<file path="config.mk">
export PLATFORM = sky130hd
export DESIGN_NAME = parity2d_locator
export DESIGN_NICKNAME = d
export VERILOG_FILES = /design/src/rtl/p2d_pkg.sv /design/src/rtl/p2d_frame_ctrl.sv /design/src/rtl/p2d_col_accum.sv /design/src/rtl/p2d_row_store.sv /design/src/rtl/p2d_locator.sv /design/src/rtl/parity2d_locator.sv
export SDC_FILE = /design/constraint.sdc
export NUM_CORES = 1
export LEC_CHECK = 0
export BUFFER_PORTS_ARGS = -buffer_cell sky130_fd_sc_hd__buf_2
export CORE_MARGIN = 1.5
export CORE_UTILIZATION = 61
export DETAILED_ROUTE_END_ITERATION = 7
export GPL_ROUTABILITY_DRIVEN = 0
export PLACE_DENSITY = 0.85
export RECOVER_POWER = 25
export SLEW_MARGIN = 10
export SYNTH_ARGS = -nofsm -noshare
export SYNTH_HDL_FRONTEND = slang
export SYNTH_HIERARCHICAL = 1
export SYNTH_SLANG_ARGS = --single-unit
</file>
<file path="constraint.sdc">
create_clock -name clk -period 3.3 [get_ports clk]
set_input_delay 0.33 -clock clk [delete_from_list [all_inputs] [get_ports clk]]
set_output_delay 0.33 -clock clk [all_outputs]
set_load 0.05 [all_outputs]
</file>
<file path="src/rtl/p2d_pkg.sv">
package p2d_pkg;
  typedef enum logic [1:0] {
    CLS_CLEAN  = 2'd0,
    CLS_SINGLE = 2'd1,
    CLS_MULTI  = 2'd2
  } p2d_class_e;
endpackage

</file>
<file path="src/rtl/p2d_frame_ctrl.sv">
module p2d_frame_ctrl #(
  parameter int NUM_ROWS = 12,
  localparam int ROW_W = $clog2(NUM_ROWS)
) (
  input  logic             clk,
  input  logic             rst,
  input  logic             accept,
  input  logic             sof,
  output logic             take,
  output logic             start,
  output logic [ROW_W-1:0] row_idx,
  output logic             done
);
  logic             busy;
  logic [ROW_W-1:0] count;
  logic             last;

  always_comb begin
    start   = accept && sof;
    take    = accept && (sof || busy);
    row_idx = sof ? '0 : count;
    last    = take && (row_idx == ROW_W'(NUM_ROWS - 1));
  end

  always_ff @(posedge clk) begin
    if (rst) begin
      busy  <= 1'b0;
      count <= '0;
      done  <= 1'b0;
    end else begin
      done <= last;
      if (last) begin
        busy  <= 1'b0;
        count <= '0;
      end else if (take) begin
        busy  <= 1'b1;
        count <= row_idx + 1'b1;
      end
    end
  end

  assert_done_single_cycle_R3: assert property (@(posedge clk) disable iff (rst)
    done |=> !done);
  assert_count_in_range_R2: assert property (@(posedge clk) disable iff (rst)
    count < ROW_W'(NUM_ROWS));
  assert_idle_drop_R8: assert property (@(posedge clk) disable iff (rst)
    (!busy && accept && !sof) |=> (count == '0));
endmodule

</file>
<file path="src/rtl/p2d_col_accum.sv">
module p2d_col_accum #(
  parameter int DATA_W = 8
) (
  input  logic              clk,
  input  logic              rst,
  input  logic              take,
  input  logic              start,
  input  logic [DATA_W-1:0] data,
  output logic [DATA_W-1:0] col_fail
);
  logic [DATA_W-1:0] col_sum;

  always_ff @(posedge clk) begin
    if (rst)        col_sum <= '0;
    else if (start) col_sum <= data;
    else if (take)  col_sum <= col_sum ^ data;
  end

  // odd parity per column: a sum of 0 means the column failed
  assign col_fail = ~col_sum;

  assert_sof_restarts_sum_R2: assert property (@(posedge clk) disable iff (rst)
    start |=> (col_sum == $past(data)));
endmodule

</file>
<file path="src/rtl/p2d_row_store.sv">
module p2d_row_store #(
  parameter int NUM_ROWS = 12,
  parameter int DATA_W   = 8,
  localparam int ROW_W = $clog2(NUM_ROWS)
) (
  input  logic                       clk,
  input  logic                       rst,
  input  logic                       take,
  input  logic                       start,
  input  logic [ROW_W-1:0]           row_idx,
  input  logic [DATA_W-1:0]          data,
  output logic [NUM_ROWS-1:0]        row_fail,
  output logic [NUM_ROWS*DATA_W-1:0] rows_flat
);
  logic [DATA_W-1:0] rows [NUM_ROWS];

  always_ff @(posedge clk) begin
    if (rst) begin
      row_fail <= '0;
    end else if (take) begin
      if (start) row_fail <= '0;
      row_fail[row_idx] <= ~(^data);
    end
  end

  always_ff @(posedge clk) begin
    if (take) rows[row_idx] <= data;
  end

  for (genvar g = 0; g < NUM_ROWS; g++) begin : g_flat
    assign rows_flat[g*DATA_W +: DATA_W] = rows[g];
  end

  assert_row_flag_tracks_parity_R4: assert property (@(posedge clk) disable iff (rst)
    take |=> (row_fail[$past(row_idx)] == ~(^$past(data))));
endmodule

</file>
<file path="src/rtl/p2d_locator.sv">
module p2d_locator
  import p2d_pkg::*;
#(
  parameter int NUM_ROWS = 12,
  parameter int DATA_W   = 8,
  localparam int ROW_W = $clog2(NUM_ROWS),
  localparam int COL_W = $clog2(DATA_W)
) (
  input  logic [NUM_ROWS-1:0]        row_fail,
  input  logic [DATA_W-1:0]          col_fail,
  input  logic [NUM_ROWS*DATA_W-1:0] rows_flat,
  output p2d_class_e                 cls,
  output logic [ROW_W-1:0]           row_pos,
  output logic [COL_W-1:0]           col_pos,
  output logic [DATA_W-1:0]          repaired
);
  logic row_one, col_one, any_fail;
  logic [ROW_W-1:0]  r_idx;
  logic [COL_W-1:0]  c_idx;
  logic [DATA_W-1:0] picked;

  always_comb begin
    row_one  = (row_fail != '0) && ((row_fail & (row_fail - 1'b1)) == '0);
    col_one  = (col_fail != '0) && ((col_fail & (col_fail - 1'b1)) == '0);
    any_fail = (row_fail != '0) || (col_fail != '0);

    r_idx  = '0;
    picked = '0;
    for (int i = 0; i < NUM_ROWS; i++) begin
      if (row_fail[i]) begin
        r_idx  = ROW_W'(i);
        picked = rows_flat[i*DATA_W +: DATA_W];
      end
    end
    c_idx = '0;
    for (int j = 0; j < DATA_W; j++) begin
      if (col_fail[j]) c_idx = COL_W'(j);
    end

    if (row_one && col_one) begin
      cls      = CLS_SINGLE;
      row_pos  = r_idx;
      col_pos  = c_idx;
      repaired = picked ^ col_fail;
    end else begin
      cls      = any_fail ? CLS_MULTI : CLS_CLEAN;
      row_pos  = '0;
      col_pos  = '0;
      repaired = '0;
    end
  end
endmodule

</file>
<file path="src/rtl/parity2d_locator.sv">
module parity2d_locator
  import p2d_pkg::*;
#(
  parameter int NUM_ROWS = 12,
  parameter int DATA_W   = 8,
  localparam int ROW_W = $clog2(NUM_ROWS),
  localparam int COL_W = $clog2(DATA_W)
) (
  input  logic              clk,
  input  logic              rst,
  input  logic              in_valid,
  output logic              in_ready,
  input  logic              in_sof,
  input  logic [DATA_W-1:0] in_data,
  output logic              done,
  output logic              single_error,
  output logic              multi_error,
  output logic [ROW_W-1:0]  err_row,
  output logic [COL_W-1:0]  err_col,
  output logic [DATA_W-1:0] fixed_byte
);
  logic                       accept, take, start, frame_done;
  logic [ROW_W-1:0]           row_idx;
  logic [NUM_ROWS-1:0]        row_fail;
  logic [DATA_W-1:0]          col_fail;
  logic [NUM_ROWS*DATA_W-1:0] rows_flat;
  p2d_class_e                 cls;
  logic [ROW_W-1:0]           row_pos;
  logic [COL_W-1:0]           col_pos;
  logic [DATA_W-1:0]          repaired;

  always_ff @(posedge clk) begin
    if (rst) in_ready <= 1'b0;
    else     in_ready <= 1'b1;
  end

  assign accept = in_valid && in_ready;

  p2d_frame_ctrl #(.NUM_ROWS(NUM_ROWS)) u_ctrl (
    .clk(clk), .rst(rst), .accept(accept), .sof(in_sof),
    .take(take), .start(start), .row_idx(row_idx), .done(frame_done)
  );

  p2d_col_accum #(.DATA_W(DATA_W)) u_cols (
    .clk(clk), .rst(rst), .take(take), .start(start),
    .data(in_data), .col_fail(col_fail)
  );

  p2d_row_store #(.NUM_ROWS(NUM_ROWS), .DATA_W(DATA_W)) u_rows (
    .clk(clk), .rst(rst), .take(take), .start(start), .row_idx(row_idx),
    .data(in_data), .row_fail(row_fail), .rows_flat(rows_flat)
  );

  p2d_locator #(.NUM_ROWS(NUM_ROWS), .DATA_W(DATA_W)) u_loc (
    .row_fail(row_fail), .col_fail(col_fail), .rows_flat(rows_flat),
    .cls(cls), .row_pos(row_pos), .col_pos(col_pos), .repaired(repaired)
  );

  always_comb begin
    done         = frame_done;
    single_error = frame_done && (cls == CLS_SINGLE);
    multi_error  = frame_done && (cls == CLS_MULTI);
    err_row      = single_error ? row_pos  : '0;
    err_col      = single_error ? col_pos  : '0;
    fixed_byte   = single_error ? repaired : '0;
  end

  assert_flags_need_done_R3: assert property (@(posedge clk) disable iff (rst)
    (single_error || multi_error || fixed_byte != '0) |-> done);
  assert_flags_exclusive_R7: assert property (@(posedge clk) disable iff (rst)
    !(single_error && multi_error));
  assert_repair_is_odd_R6: assert property (@(posedge clk) disable iff (rst)
    single_error |-> (^fixed_byte));
  assert_row_in_range_R5: assert property (@(posedge clk) disable iff (rst)
    single_error |-> (err_row < ROW_W'(NUM_ROWS)));
  assert_ready_in_reset_R1: assert property (@(posedge clk)
    rst |=> !in_ready);
endmodule

</file>
# ---- After elaboration in Yosys (flattened, before gate mapping)
# Memories as Yosys holds them, arrays and structs flattened.
# Index checks and enable logic that the tools add are counted.
# W data, S select, Z words.
dict set report word_totals {
  in_bits 12
  n_memories 1
  register_bits 27
  output_inout_bits 19
  word_cells 90
  ramBits 96
}
# memory depth width rd rd_ports_with_merged_regs write_ports line_no
set memory_table {}
lappend memory_table {u_rows.rows 12 8 12 0 1 p2d_row_store.sv:15} ;# logic [DATA_W-1:0] rows [NUM_ROWS];
dict set report classes {
  bitwise_logic 6
  muxes 50
  n_eq_ne 3
  magnitude_cmp 2
  n_reduce_logical 19
  add_sub_neg 3
}
# operator count
set ops {}
lappend ops {{$mux W8} 16}
lappend ops {{$mux W12} 3}
lappend ops {{$mux W3} 10}
lappend ops {{$mux W4} 7}
lappend ops {{$xor A8 B8 Y8} 2}
lappend ops {{$and A12 B12 Y12} 1}
lappend ops {{$bwmux W12} 1}
lappend ops {{$logic_not A12 Y1} 1}
lappend ops {{$mux W2} 6}
lappend ops {{$reduce_bool A12 Y1} 1}
lappend ops {{$sub A12 B1 Y12 const B} 1}
lappend ops {{$logic_and A1 B1 Y1} 10}
lappend ops {{$and A8 B8 Y8} 1}
lappend ops {{$logic_not A8 Y1} 1}
lappend ops {{$not A8 Y8} 1}
lappend ops {{$reduce_bool A8 Y1} 1}
lappend ops {{$reduce_xor A8 Y1} 1}
lappend ops {{$sub A8 B1 Y8 const B} 1}
lappend ops {{$mux W1} 6}
lappend ops {{$lt A4 B5 Y1 const B} 1}
lappend ops {{$add A4 B1 Y4 const B} 1}
lappend ops {{$demux W1 S4} 1}
lappend ops {{$eq A4 B4 Y1 const B} 1}
lappend ops {{$ge A4 B1 Y1 const B} 1}
lappend ops {{6 further kinds} 7}

# ---- Longest topological paths before layout
# Gate-level depths: netlist of run 1.
# An unclocked memory read counts as a cell.
dict set report logic_depth {
  ltp_word 16
  ltp_mapped 12
  mapped_depth_nobuf 8
}

# ---- Hierarchy
# The synthesis of run 1 kept the hierarchy.
# module seq_area_each_um2 cells_each area_each_um2 instances
set by_module_without_submodules {}
lappend by_module_without_submodules {p2d_row_store 3123.0 169 3573.4 1}
lappend by_module_without_submodules {p2d_locator 0.0 247 1531.5 1}
lappend by_module_without_submodules {p2d_col_accum 160.2 51 410.4 1}
lappend by_module_without_submodules {p2d_frame_ctrl 120.1 33 306.5 1}
lappend by_module_without_submodules {parity2d_locator 20.0 23 235.2 1}

# ---- Least setup slack after synthesis of run 1
# OpenSTA, ideal clock, no wires.
dict set report synth_path {
  kind {register to output}
  start {register u_cols.col_sum[4]}
  end {output port err_col[0]}
  n_path_buf 4
  t_arrival_ns 2.846
  slack_ns 0.124
  path_stages_with_launch 13
  t_required_ns 2.970
  cell_sequence {dfxtp_1 -> inv_1 -> buf_6 -> or4_4 -> or3_4 -> xnor2_2 -> mux2i_1 -> or3_1 -> buf_6 -> buf_6 -> inv_1 -> buf_4 -> and4b_1}
}
dict set report synth_between {
  elab_chain_len 10
  word_cells_on_any_way 18
  cone_classes {add/sub (1); eq/ne (1); mux (8); bitwise (2); reduce/logical (6)}
}
# item line_no
set synth_lines {}
lappend synth_lines {{from (decl)} p2d_col_accum.sv:11} ;# logic [DATA_W-1:0] col_sum;
lappend synth_lines {{from (signal assigned)} p2d_col_accum.sv:15} ;# else if (start) col_sum <= data;
lappend synth_lines {{from (signal assigned)} p2d_col_accum.sv:16} ;# else if (take) col_sum <= col_sum ^ data;
lappend synth_lines {{$not A8 Y8 (*)} p2d_col_accum.sv:20} ;# assign col_fail = ~col_sum;
lappend synth_lines {{named net col_fail[4]} parity2d_locator.sv:25} ;# logic [DATA_W-1:0] col_fail;
lappend synth_lines {{$sub A8 B1 Y8} p2d_locator.sv:24} ;# col_one = (col_fail != '0) && ((col_fail & (col_fail - 1'b1)) == '0);
lappend synth_lines {{$and A8 B8 Y8} p2d_locator.sv:24}
lappend synth_lines {{$logic_not A8 Y1} p2d_locator.sv:24}
lappend synth_lines {{$logic_and A1 B1 Y1 (*)} p2d_locator.sv:24}
lappend synth_lines {{$logic_and A1 B1 Y1 (*)} p2d_locator.sv:40} ;# if (row_one && col_one) begin
lappend synth_lines {{$mux W2 (*)} p2d_locator.sv:40}
lappend synth_lines {{named net cls[0]} parity2d_locator.sv:27} ;# p2d_class_e cls;
lappend synth_lines {{$eq A2 B1 Y1 (*)} parity2d_locator.sv:61} ;# single_error = frame_done && (cls == CLS_SINGLE);
lappend synth_lines {{$logic_and A1 B1 Y1 (*)} parity2d_locator.sv:61}
lappend synth_lines {{$mux W3 (*)} parity2d_locator.sv:64} ;# err_col = single_error ? col_pos : '0;
lappend synth_lines {{to (decl)} parity2d_locator.sv:19} ;# output logic [COL_W-1:0] err_col,
# The timed path passes the listed nets; every way through them passes the cells marked *.

# ---- Worst setup path in the final report of run 1
dict set report layout_path {
  start {register u_rows.row_fail[8]}
  end {output port fixed_byte[7]}
}
dict set report layout_between {
  word_cells_on_any_way 18
  cone_classes {add/sub (1); eq/ne (1); mux (8); bitwise (2); reduce/logical (6)}
}
# item line_no
set layout_lines {}
lappend layout_lines {{from (decl)} p2d_row_store.sv:12} ;# output logic [NUM_ROWS-1:0] row_fail,
lappend layout_lines {{from (signal, indexed assignment)} p2d_row_store.sv:22} ;# row_fail[row_idx] <= ~(^data);
lappend layout_lines {{$sub A12 B1 Y12 / $mux W8 (equally long branches)} {p2d_locator.sv:23, p2d_locator.sv:30}}
lappend layout_lines {{$and A12 B12 Y12 / $mux W8 (equally long branches)} {p2d_locator.sv:23, p2d_locator.sv:30}}
lappend layout_lines {{$logic_not A12 Y1 / $mux W8 (equally long branches)} {p2d_locator.sv:23, p2d_locator.sv:30}}
lappend layout_lines {{$logic_and A1 B1 Y1 / $mux W8 (equally long branches)} {p2d_locator.sv:23, p2d_locator.sv:30}}
lappend layout_lines {{$logic_and A1 B1 Y1 / $xor A8 B8 Y8 (equally long branches)} {p2d_locator.sv:40, p2d_locator.sv:44}}
lappend layout_lines {{$mux W8 (*)} p2d_locator.sv:40}
lappend layout_lines {{named net repaired[7]} parity2d_locator.sv:30} ;# logic [DATA_W-1:0] repaired;
lappend layout_lines {{$mux W8 (*)} parity2d_locator.sv:65} ;# fixed_byte = single_error ? repaired : '0;
lappend layout_lines {{to (decl)} parity2d_locator.sv:20} ;# output logic [DATA_W-1:0] fixed_byte
# Marked as above.

==> flow_metrics.tcl, run 1 <==
set metrics [dict create \
    grt_overflow 0 \
    port_buffers 30 \
    seqCellArea_mm2 0.003426 \
    start_kind "flop" \
    power_frac_comb_pct 5.7 \
    clockBufferDepth 2 \
    slew_violations 0 \
    ctsHoldBuffers 0 \
    maxCapViolations 0 \
    hold_start "in_sof" \
    cp.required_ps 2970 \
    cts_root_buf "clkbuf_8" \
    synth_top_cell_by_area "edfxtp_1" \
    grt_pass1_vias 4709 \
    vias 4995 \
    grt_pass1_wl_um 25790 \
    placed_area_mm2 0.006402 \
    cts.sink_count 123 \
    postLayoutCoreUtil_pct 75.75 \
    critical_path_class "flop to primary output" \
    ios 31 \
    grt_max_degree 28 \
    netlist_instances 523 \
    pwr_density_cell_mw_per_mm2 512.0 \
    reg2reg_from "in_ready$_DFF_P_" \
    endpoint_kind "primary output" \
    synth-edff-count 96 \
    fin_cells 720 \
    skew_ps 6.818 \
    r2r_end "u_rows/rows[11][1]$_DFFE_PP_" \
    yosysSeqAreaShare_pct 56.52 \
    rows 36 \
    fmax_mhz 279.7 \
    drtPass1Iterations 8 \
    reg2reg_depth 5 \
    ys_top_cells_by_area "edfxtp_1 (48%), dfxtp_1 (8.9%), nor2_1 (2.6%)" \
    rsz0062_at_grt "true" \
    initial_core_util_pct 62.55 \
    arrival_ps 3250 \
    drtAntennaViolNets 0 \
    reg2reg_setup_slack_ps 590 \
    violations "setup timing" \
    synth_largest_type_area_fraction_pct 47.59 \
    ys_async_sr_fraction_pct 0 \
    dieArea_mm2 0.01054 \
    p_leak_uw 0.002560 \
    nFillCells 563 \
    synthFlopType "edfxtp_1" \
    cts-buffers-inserted 17 \
    place_inst 682 \
    cts_tree "done" \
    die_h_um 102.6 \
    p_int_uw 2922 \
    pwr-share-clk_pct 49.4 \
    slew-limit-headroom_pct 29.79 \
    setup_viol 17 \
    cts.htree.levels 4 \
    drive_above_1_share_pct 26.41 \
    ys_seq_elements 123 \
    seqPwrFrac_pct 45.0 \
    avgSynthCellArea_um2 11.58 \
    hold_viol 0 \
    wirelength_um 17070 \
    design_area_mm2 0.007336 \
    fin_crit_sh_pct 108.3 \
    setup_tns_ps -3619 \
    p_total_uw 3756 \
    drc 0 \
    multi_input_area_mm2 0.002509 \
    via_per_inst 6.938 \
    grt_antenna_before_repair 0 \
    n_antenna_cell 0 \
    p_sw_share_pct 22.22 \
    syn_area_mm2 0.006057 \
    die_w_um 102.6 \
    track_usage_pct 33.64 \
    met1_usage_pct 43.96 \
    critPathMaxFanout 4 \
    use_met2_pct 52.17 \
    postLayoutSetupSlackWorst_ps -275.2 \
    hold_path.class "primary input to flop" \
    period_needed_ps 3575 \
    area_growth_pct 21.11 \
    p_sw_uw 834.5 \
    synthDistinctLibCells 75 \
    outcome "complete, but fails checks" \
    top_usage_layer "met2" \
    syn_nets 536 \
    hold_end "u_ctrl/count[2]$_SDFFE_PP0P_" \
    yosysWarnings 6 \
    worstMarginPinSlew_ps 1049 \
    use_met3_pct 8.136 \
    wl_per_cell_um 23.71 \
    ir_drop_v 0.0003345 \
    hold_depth 3 \
    clk_pin_slew_worst_paths_ps 60 \
    nNetsFinal 587 \
    hpwl_um 10120 \
    core_mm2 0.009684 \
    drt_iter0_markers 709 \
    clkLatencyLatePin_ps 510 \
]
## cell type report
type / count / share of cell area (%)
Sequential cell: 123 / 46.70
Multi-Input combinational cell: 347 / 34.20
Timing Repair Buffer: 63 / 7.419
Clock buffer: 19 / 5.884
Clock inverter: 13 / 2.303
Tap cell: 133 / 2.268
Inverter: 21 / 1.126
Timing Repair inverter: 1 / 0.1023
## registers in the layout, indices dropped and copies added, names as in the netlist
name             flops
in_ready             1
u_cols/col_sum       8
u_ctrl/busy          1
u_ctrl/count         4
u_ctrl/done          1
u_rows/row_fail     12
u_rows/rows         96
## synth_stat cells, drive strengths merged, types with 9 or more instances
cell	instances
o21ai	33
nand2	30
a221oi	11
dfxtp	27
buf	17
edfxtp	96
inv	21
nor2b	18
and4b	15
nand3	10
o22ai	17
nand2b	16
nor2	42
a21oi	32
clkbuf	16
or3	9
## logic make-up after synthesis
group / share of synthesized area, %
compound gates: 18.78
xor+xnor: 1.570
mux: 1.095
simple gates: 17.08
fa+ha+maj: 0.5371
flops: 56.52
buf+inv: 4.421
## how the worst max path moves through the flow
stage          slack (ps)  cells after the start                             from             to
4_1_cts              -250                      8  u_rows/row_fail[8]$_SDFFE_PP0P_  fixed_byte[7]
5_1_grt              -360                      8  u_rows/row_fail[8]$_SDFFE_PP0P_  fixed_byte[7]
2_1_floorplan         120                     12   u_cols/col_sum[4]$_SDFFE_PP0P_     err_col[0]
3_3_place_gp          130                      8  u_rows/row_fail[8]$_SDFFE_PP0P_  fixed_byte[7]
6_report             -280                      8  u_rows/row_fail[8]$_SDFFE_PP0P_  fixed_byte[7]
3_5_place_dp          100                     10   u_cols/col_sum[2]$_SDFFE_PP0P_     err_row[0]
## power groups by stage
stage	combinational, uW	clock [uW]	sequential (uW)
6_report	212	1850	1690
5_1_grt	224	1940	1690
4_1_cts	197	1860	1690
3_5_place_dp	190	0	1720
3_3_place_gp	184	0	1720
2_1_floorplan	127	0	1720
## critical path, stage by stage, from the launching register on
cell       delay [ps]
dfxtp_1           310
or2_2             330
or4_4             460
a221o_1           310
o21ai_2           230
mux2_4            340
a2111oi_4         340
and4b_2           280
buf_6             160
## per-layer routing
layer / up-vias / part of all wire, %
li1: 2109 / -
met1: 2397 / 38
met2: 403 / 47
met3: 86 / 10
met4: 0 / 4.8
met5: - / 0
## through the flow
step           hold slack, ps  setup slack [ps]
6_report                205.1            -275.2
5_1_grt                 196.2            -360.0
4_1_cts                 182.4            -247.1
3_5_place_dp            483.0             98.39
3_3_place_gp            453.5             134.2
2_1_floorplan           386.5             124.4
## layout by cell type, fill, tap and decap left out, drive strengths merged, types with 6 or more instances in the layout
cell type / instances
xnor2: 8
nor3: 8
nand3: 10
inv: 21
nand2b: 16
o22ai: 17
a211o: 8
dfxtp: 27
nor2: 42
a21oi: 32
o21ai: 33
buf: 57
nor2b: 18
clkinvlp: 6
nand2: 30
or3: 9
clkbuf: 25
edfxtp: 96
and4b: 15
a221oi: 11
## what timing repair did
action                     in CTS  in global routing
setup buffers                   2                  1
resized for setup              60                 11
cloned                          2                  1
pin swaps                       6                  6
setup endpoints to repair      17                 17
Power figures use the tool's default switching activity.
==> run 2: changes to the inputs <==
PLACE_DENSITY = 0.86   (was 0.85)
SYNTH_HIERARCHICAL = default   (was 1)
==> flow_metrics.tcl, run 2 <==
set metrics [dict create \
    fin_cells 660 \
    largest-register "u_rows.rows" \
    grt_overflow 0 \
    clockBufferDepth 2 \
    pwr_density_cell_mw_per_mm2 561.3 \
    track_usage_pct 32.41 \
    cpMostUsedCell "nor3_1" \
    crit_slowest_cell "nor3_1" \
    crit_chain "buf_4 > nor3_1 > nand2_2 > nor3_1 > o41ai_1 > and3_1 > nor3_1 > buf_4" \
    hpwl_um 9453 \
    ir_drop_v 0.0004663 \
    dieArea_mm2 0.01000 \
    area_growth_pct 16.96 \
    cpPeakStageDelay_ps 440 \
    synth_largest_type_area_fraction_pct 50.23 \
    ctsHoldBuffers 0 \
    slew-limit-headroom_pct 24.27 \
    drc 0 \
    synth_top_cell_by_area "edfxtp_1" \
    clk_pin_slew_worst_paths_ps 60 \
    cts.sink_count 123 \
    ys_seq_elements 123 \
    power_frac_comb_pct 4.5 \
    placed_area_mm2 0.005944 \
    critical_path_class "flop to primary output" \
    yosysSeqAreaShare_pct 59.65 \
    avgSynthCellArea_um2 11.23 \
    pwr-share-clk_pct 50.4 \
    synth-edff-count 96 \
    drive_above_1_share_pct 18.58 \
    highest_layer "met4" \
    rows 35 \
    cp_top_family "simple AND/OR/NAND/NOR gates" \
    p_total_uw 3768 \
    drt-met1-wl_um 5661 \
    cp.required_ps 2970 \
    wl_per_cell_um 25.45 \
    fin_crit_sh_pct 103.4 \
    netlist_instances 511 \
    final_cell_mix "edfxtp_1 (96), nand2_1 (52), nor2_1 (41), a21oi_1 (35), nand2b_1 (26)" \
    drt_iter0_markers 684 \
    cts_root_buf "clkbuf_8" \
    synthDistinctLibCells 58 \
    grt_antenna_before_repair 0 \
    place_ws_ps 415.8 \
    yosysWarnings 0 \
    via_per_inst 7.089 \
    p_int_uw 2900 \
    wl_met2_um 7950 \
    cts-buffers-inserted 17 \
    cts.htree.levels 4 \
    worstMarginPinSlew_ps 1128 \
    violations "setup timing" \
    syn_nets 527 \
    grt_pass1_vias 4210 \
    drtAntennaViolNets 0 \
    reg2reg_setup_slack_ps 1270 \
    grt_max_degree 23 \
    cts_tree "done" \
    place_inst 626 \
    synth_commonest_cells "edfxtp_1 (96), nand2_1 (53), nor2_1 (41)" \
    largest_reg_flops 96 \
    nNetsFinal 552 \
    start_kind "flop" \
    synthFlopType "edfxtp_1" \
    vias 4679 \
    syn_area_mm2 0.005739 \
    drtPass1Iterations 8 \
    p_sw_share_pct 23.03 \
    die_w_um 100 \
    reg_top3 "u_rows.rows: 96 flops, u_rows.row_fail: 12 flops, u_cols.col_sum: 8 flops" \
    skew_ps 10.98 \
    clkLatencyLatePin_ps 530 \
    period_needed_ps 3414 \
    postLayoutSetupSlackWorst_ps -113.7 \
    initial_core_util_pct 62.41 \
    wirelength_um 16800 \
    setup_tns_ps -113.7 \
    maxCapViolations 0 \
    rsz0062_at_grt "true" \
    grt_pass1_wl_um 23500 \
    arrival_ps 3080 \
    slew_violations 0 \
    p_leak_uw 0.002481 \
    layout_commonest_cell "edfxtp_1" \
    setup_viol 1 \
    n_antenna_cell 0 \
    endpoint_kind "primary output" \
    seqPwrFrac_pct 45.1 \
    yosysMostFrequentCell "edfxtp_1" \
    worst-path-buf-inv 2 \
    ys_async_sr_fraction_pct 0 \
    hold_path.class "primary input to flop" \
    wl_met3_um 2010 \
    die_h_um 100 \
    core_mm2 0.009196 \
    ios 31 \
    port_buffers 30 \
    critPathMaxFanout 22 \
    outcome "complete, but fails checks" \
    design_area_mm2 0.006713 \
    ys_top_cells_by_area "edfxtp_1 (50%), dfxtp_1 (9.4%), nand2_1 (3.5%)" \
    hold_viol 0 \
    p_sw_uw 867.6 \
    fmax_mhz 292.9 \
]
-- run 2: final timing paths --
check | from | end | cells past startpoint
worst min register to register | u_ctrl.busy$_SDFFE_PP0P_ | u_ctrl.busy$_SDFFE_PP0P_ | 2
worst max register to register | u_ctrl.busy$_SDFFE_PP0P_ | u_rows.row_fail[3]$_SDFFE_PP0P_ | 5
worst max-delay path | u_rows.row_fail[5]$_SDFFE_PP0P_ | fixed_byte[2] | 8
worst min-delay path | rst | u_cols.col_sum[2]$_SDFFE_PP0P_ | 2
-- run 2: area by class of cell --
cell class | instances | area (um^2)
sequential | 123 | 3435
fill | 524 | 2484
multi-input combinational | 338 | 2238
clock buffer | 17 | 414.1
timing repair buffer | 39 | 234.0
clock inverter | 15 | 188.9
tap | 111 | 138.9
inverter | 17 | 63.81
-- run 2: power groups by stage --
stage                     clock, uW  sequential (uW)  combinational [uW]
after floorplan                   0             1720                 102
final                          1900             1700                 171
after global routing           1950             1700                 179
after global placement            0             1730                 151
after detailed placement          0             1730                 156
after CTS                      1890             1700                 159
-- run 2: logic make-up after synthesis --
kind of cell	count (synthesis)	synth area share, %
XOR/XNOR	17	2.594
flip-flops	123	59.65
multiplexers	1	0.1962
adder cells (fa/ha/maj)	6	1.243
buffers and inverters	51	3.619
AND/OR/NAND/NOR	189	17.27
AO/OA/AOI/OAI	124	15.44
-- run 2: stage by stage --
stage,hold slack (ps),utilization [%]
3_5_place_dp,468.2,64.64
2_1_floorplan,399.1,-
3_3_place_gp,464.6,64.64
6_report,234.3,72.99
5_1_grt,238.7,72.99
4_1_cts,225.7,71.50
-- run 2: repair_timing --
action                                  CTS  global route
gates cloned                              0             1
pin swaps                                 0             4
endpoints found under the hold margin     0             0
setup buffers                             0             1
endpoints found under the setup margin   14            16
gates resized for setup                   9            28
-- run 2: routing by layer --
layer,track usage (%),vias up
met5,0,-
met3,7.382,131
met4,18.74,0
li1,-,1944
met1,41.01,2159
met2,51.65,445
